File: src/rtl/rst_cap_pkg.sv
package rst_cap_pkg;
  localparam int NUM_INT  = 2;
  localparam int IDX_WDOG = 0;
  localparam int IDX_LOWV = 1;

  typedef struct packed {
    logic setWdog;
    logic setLowV;
    logic rdClr;
  } flagCmd_t;
endpackage

File: src/rtl/rst_cap_sync.sv
module rst_cap_sync #(
  parameter int STAGES = 2
) (
  input  logic clk,
  input  logic clrN,
  input  logic din,
  output logic dout
);
  logic [STAGES-1:0] chain;

  always_ff @(posedge clk or negedge clrN) begin
    if (!clrN) chain <= '0;
    else       chain <= {chain[STAGES-2:0], din};
  end

  assign dout = chain[STAGES-1];
endmodule

File: src/rtl/rst_cap_ctrl.sv
module rst_cap_ctrl
  import rst_cap_pkg::*;
#(
  parameter int SYNC_STAGES = 2,
  parameter int STRETCH     = 16
) (
  input  logic               clk,
  input  logic               clrN,
  input  logic [NUM_INT-1:0] intReq,
  input  logic               rdStrobe,
  output flagCmd_t           cmd,
  output logic               sysRstN
);
  localparam int CNT_W = $clog2(STRETCH + 1);

  logic [NUM_INT-1:0] reqSync;
  logic [CNT_W-1:0]   holdCnt;
  logic               srcActive;

  for (genvar g = 0; g < NUM_INT; g++) begin : g_sync
    rst_cap_sync #(.STAGES(SYNC_STAGES)) u_sync (
      .clk (clk),
      .clrN(clrN),
      .din (intReq[g]),
      .dout(reqSync[g])
    );
  end

  assign srcActive = |reqSync;

  always_ff @(posedge clk or negedge clrN) begin
    if (!clrN)             holdCnt <= CNT_W'(STRETCH);
    else if (srcActive)    holdCnt <= CNT_W'(STRETCH);
    else if (holdCnt != 0) holdCnt <= holdCnt - 1'b1;
  end

  assign sysRstN = clrN && !srcActive && (holdCnt == '0);

  always_comb begin
    cmd.setWdog = reqSync[IDX_WDOG];
    cmd.setLowV = reqSync[IDX_LOWV];
    cmd.rdClr   = rdStrobe;
  end
endmodule

File: src/rtl/rst_cap_dp.sv
module rst_cap_dp
  import rst_cap_pkg::*;
#(
  parameter int DATA_W   = 8,
  parameter int WDOG_BIT = 4,
  parameter int LOWV_BIT = 0
) (
  input  logic              clk,
  input  logic              clrN,
  input  flagCmd_t          cmd,
  output logic [DATA_W-1:0] rdData
);
  logic wdogFlag;
  logic lowVFlag;

  always_ff @(posedge clk or negedge clrN) begin
    if (!clrN) begin
      wdogFlag <= 1'b0;
      lowVFlag <= 1'b0;
    end else begin
      if (cmd.setWdog)    wdogFlag <= 1'b1;
      else if (cmd.rdClr) wdogFlag <= 1'b0;
      if (cmd.setLowV)    lowVFlag <= 1'b1;
      else if (cmd.rdClr) lowVFlag <= 1'b0;
    end
  end

  always_comb begin
    rdData           = '0;
    rdData[WDOG_BIT] = wdogFlag;
    rdData[LOWV_BIT] = lowVFlag;
  end
endmodule

File: src/rtl/rst_cap_top.sv
module rst_cap_top
  import rst_cap_pkg::*;
#(
  parameter int DATA_W      = 8,
  parameter int WDOG_BIT    = 4,
  parameter int LOWV_BIT    = 0,
  parameter int SYNC_STAGES = 2,
  parameter int STRETCH     = 16
) (
  input  logic              clk,
  input  logic              extRstN,
  input  logic              porRstN,
  input  logic              wdogReq,
  input  logic              lowVoltReq,
  input  logic              rdStrobe,
  output logic [DATA_W-1:0] rdData,
  output logic              sysRstN
);
  logic               clrN;
  logic [NUM_INT-1:0] intReq;
  flagCmd_t           cmd;

  assign clrN = extRstN & porRstN;

  always_comb begin
    intReq           = '0;
    intReq[IDX_WDOG] = wdogReq;
    intReq[IDX_LOWV] = lowVoltReq;
  end

  rst_cap_ctrl #(.SYNC_STAGES(SYNC_STAGES), .STRETCH(STRETCH)) u_ctrl (
    .clk     (clk),
    .clrN    (clrN),
    .intReq  (intReq),
    .rdStrobe(rdStrobe),
    .cmd     (cmd),
    .sysRstN (sysRstN)
  );

  rst_cap_dp #(.DATA_W(DATA_W), .WDOG_BIT(WDOG_BIT), .LOWV_BIT(LOWV_BIT)) u_dp (
    .clk   (clk),
    .clrN  (clrN),
    .cmd   (cmd),
    .rdData(rdData)
  );
endmodule

File: config.mk
export PLATFORM = sky130hd
export DESIGN_NAME = rst_cap_top
export DESIGN_NICKNAME = d
export VERILOG_FILES = /design/src/rtl/rst_cap_pkg.sv /design/src/rtl/rst_cap_sync.sv /design/src/rtl/rst_cap_ctrl.sv /design/src/rtl/rst_cap_dp.sv /design/src/rtl/rst_cap_top.sv
export SDC_FILE = /design/constraint.sdc
export NUM_CORES = 1
export LEC_CHECK = 0
export ABC_AREA = 1
export ABC_CLOCK_PERIOD_IN_PS = 1000
export BUFFER_PORTS_ARGS = -buffer_cell sky130_fd_sc_hd__buf_2
export CORE_MARGIN = 8
export CORE_UTILIZATION = 30
export DETAILED_ROUTE_END_ITERATION = 8
export GPL_ROUTABILITY_DRIVEN = 0
export GPL_TIMING_DRIVEN = 0
export PLACE_DENSITY = 0.6
export SKIP_CTS_REPAIR_TIMING = 1
export SYNTH_ARGS = -nofsm -noshare
export SYNTH_HDL_FRONTEND = slang
export SYNTH_SLANG_ARGS = --single-unit
File: constraint.sdc
create_clock -name clk -period 1 [get_ports clk]
set_input_delay 0.2 -clock clk [delete_from_list [all_inputs] [get_ports clk]]
set_output_delay 0.2 -clock clk [all_outputs]
set_load 0.05 [all_outputs]
==> out/qor.yml <==
power_and_ir_drop:
  p_leak_uw: 0.000402
  p_per_area_mw_per_mm2: 1480
  peakVddDrop_v: 0.000743
  total_power_uw: 1070
sta:
  fin_crit_sh_pct: 154
  finalHoldViolCount: 10
  finClkSkew_ns: 0.000994
  fin_crit_ns: 1.54
  setup_ws_ns: -0.540
  setup-violations-final: 7
  holdWs_ns: -0.00638
  drv_slew: 0
  setup_tns_ns: -0.960
  fmax_mhz: 649
  rsz0062_at_grt: "yes"
cells_and_area:
  n_fill_cell: 173
  layout-drive-gt1-share_pct: 44.7
  final_common_cell: "nand2_1"
  syn_to_final_growth_pct: 37.4
  layout.nets: 84
  final_cell_mix: "nand2_1, buf_4, dfrtp_1"
  antenna_cells: 0
  finalInstanceArea_sq_um: 727
route:
  drc: 0
  postRouteWirelength_um: 885
  wire_per_inst_um: 9.52
  drt_iter0_markers: 6
  vias: 384
  avgViaCountPerCell: 4.13
  dr.pass1.iters: 3
  final_antenna_net_count: 0
global_routing:
  grt_pass1_vias: 345
  grt_use_met3_pct: 3.31
  grt_use_met2_pct: 6.85
  grt-ovfl-total: 0
  grt_max_degree: 12
  use_met1_pct: 6.87
  grt_pass1_wl_um: 1470
  grt_usage_pct: 5.87
  antenna_found_initial: 0
  grt_most_used_layer: "met1"
cts:
  clk_path_buf_depth: 2
  cts_tree: "built"
  clkTransAtPathRegs_ns: 0.07
  cts_sinks: 11
  cts_root_buf: "clkbuf_4"
  htree_levels: 1
  cts_buffers: 3
  clk_latency_ns: 0.27
floorplanning:
  boundaryPins: 15
  start_util_pct: 31.3
  die_w_um: 58
  rows: 15
  fp.dieArea_sq_mm: 0.00336
  core-area_sq_mm: 0.00169
  die_h_um: 58
setup_path:
  rrSetupSlack_ns: -0.13
  path_class: "flip-flop to output port"
  worstReg2RegEnd: "u_ctrl.holdCnt[1]"
  critPathBufInv: 2
  worstPathMaxFanout: 3
  worstSetupEndpointType: "output port"
  r2r-start: "u_ctrl.holdCnt[0]"
  crit_path_cell_trace: "inv_2, ha_4, nand3b_4, nor3_4, buf_6"
  critPathRequiredTime_ns: 0.80
  crit_cells: 5
  start_kind: "flip-flop"
  crit_family: "flip-flops"
  cp_slowest_cell: "dfrtp_1"
  r2r_cells: 6
  slowest_delay_ns: 0.39
  arrival_ns: 1.34
job:
  maxCapViolCount: 0
yosys:
  yosysTopAreaCellShare_pct: 47.3
  syn_avg_cell_area_sq_um: 9.62
  synth_area_sq_um: 529
  yosysTopAreaCell: "dfrtp_1"
  synth.area.top_cells: "dfrtp_1, buf_4, nand2_1"
  yosys_register_bits: 11
  syn_inst: 55
  yosys_warnings: 0
  ys_seq_area_share_pct: 52.2
  synth_cell_types: 17
place:
  post-dp-hpwl_um: 647
  io_buffer_count: 8
  place_area_sq_um: 633
outcome:
  violations: "negative hold slack, negative setup slack"
  status: "finished with violations"
worst_hold_path:
  hold_class: "primary input to asynchronous set/reset pin"
==> where the power goes <==
group	internal (uW)	switching, uW	total [uW]	leakage, uW
sequential	477	25.4	502	0.000136
clock	148	156	304	0.0000177
combinational	112	154	266	0.000248
==> how the worst max path moves through the flow <==
stage	start	endpoint	slack, ns
2_1_floorplan	u_ctrl.holdCnt[0]	sysRstN	-0.38
3_3_place_gp	u_ctrl.holdCnt[0]	sysRstN	-0.38
3_5_place_dp	u_ctrl.holdCnt[0]	sysRstN	-0.39
4_1_cts	u_ctrl.holdCnt[0]	sysRstN	-0.69
5_1_grt	u_ctrl.holdCnt[0]	sysRstN	-0.60
6_report	u_ctrl.holdCnt[0]	sysRstN	-0.54
==> layer usage <==
layer | vias up | routed length, um
met4 | 0 | 24
met3 | 2 | 109
met2 | 15 | 377
met5 | - | 0
met1 | 168 | 374
li1 | 199 | -
==> cell usage after synthesis <==
| cell | n |
|---|---|
| buf_4 | 8 |
| conb_1 | 1 |
| dfrtp_1 | 10 |
| dfstp_2 | 1 |
| ha_1 | 1 |
| inv_1 | 6 |
| inv_2 | 1 |
| nand2_1 | 13 |
| nand3_1 | 2 |
| nand3b_1 | 1 |
| nand3b_4 | 1 |
| nor2_1 | 3 |
| nor2_2 | 2 |
| nor2_4 | 1 |
| nor3_1 | 1 |
| o21bai_1 | 2 |
| xor2_1 | 1 |
==> worst register-to-register path: cells and delay by family, from the launching register on <==
kind | cells | cell delay, ns
adder cells (fa/ha/maj) | 1 | 0.16
buffers and inverters | 2 | 0.25
flip-flops | 1 | 0.39
AND/OR/NAND/NOR | 3 | 0.23
==> layout make-up <==
cell class | instances | area (sq um) | area share (%)
plain buffers | 6 | 45.0 | 6.20
clock buffers | 3 | 22.5 | 3.10
clock inverters | 1 | 5.00 | 0.688
inverters | 7 | 26.3 | 3.61
multi-input cells | 34 | 219 | 30.1
flip-flops and latches | 11 | 277 | 38.0
well taps | 17 | 21.3 | 2.93
repair buffers | 14 | 111 | 15.3
==> per-stage QoR <==
step           util [%]  worst slack (ns)  cells
6_report           43.0            -0.540     93
3_5_place_dp       37.5            -0.385     85
4_1_cts            39.1            -0.693     89
5_1_grt            43.0            -0.601     93
3_3_place_gp       37.5            -0.379     85
2_1_floorplan         -            -0.385     60
==> state kept, by name, indices dropped and copies added (netlist names) <==
| signal | cells |
|---|---|
| u_ctrl.holdCnt | 5 |
| u_ctrl.g_sync.u_sync.chain | 4 |
| u_dp.lowVFlag | 1 |
| u_dp.wdogFlag | 1 |
==> logic make-up after synthesis <==
logic type | count (synthesis) | synth area share, %
compound gates | 2 | 2.84
xor+xnor | 1 | 1.66
fa+ha+maj | 1 | 2.36
buf+inv | 15 | 16.3
flops | 11 | 52.2
other cells | 1 | 0.709
simple gates | 24 | 23.9
Power figures use the tool's default switching activity.
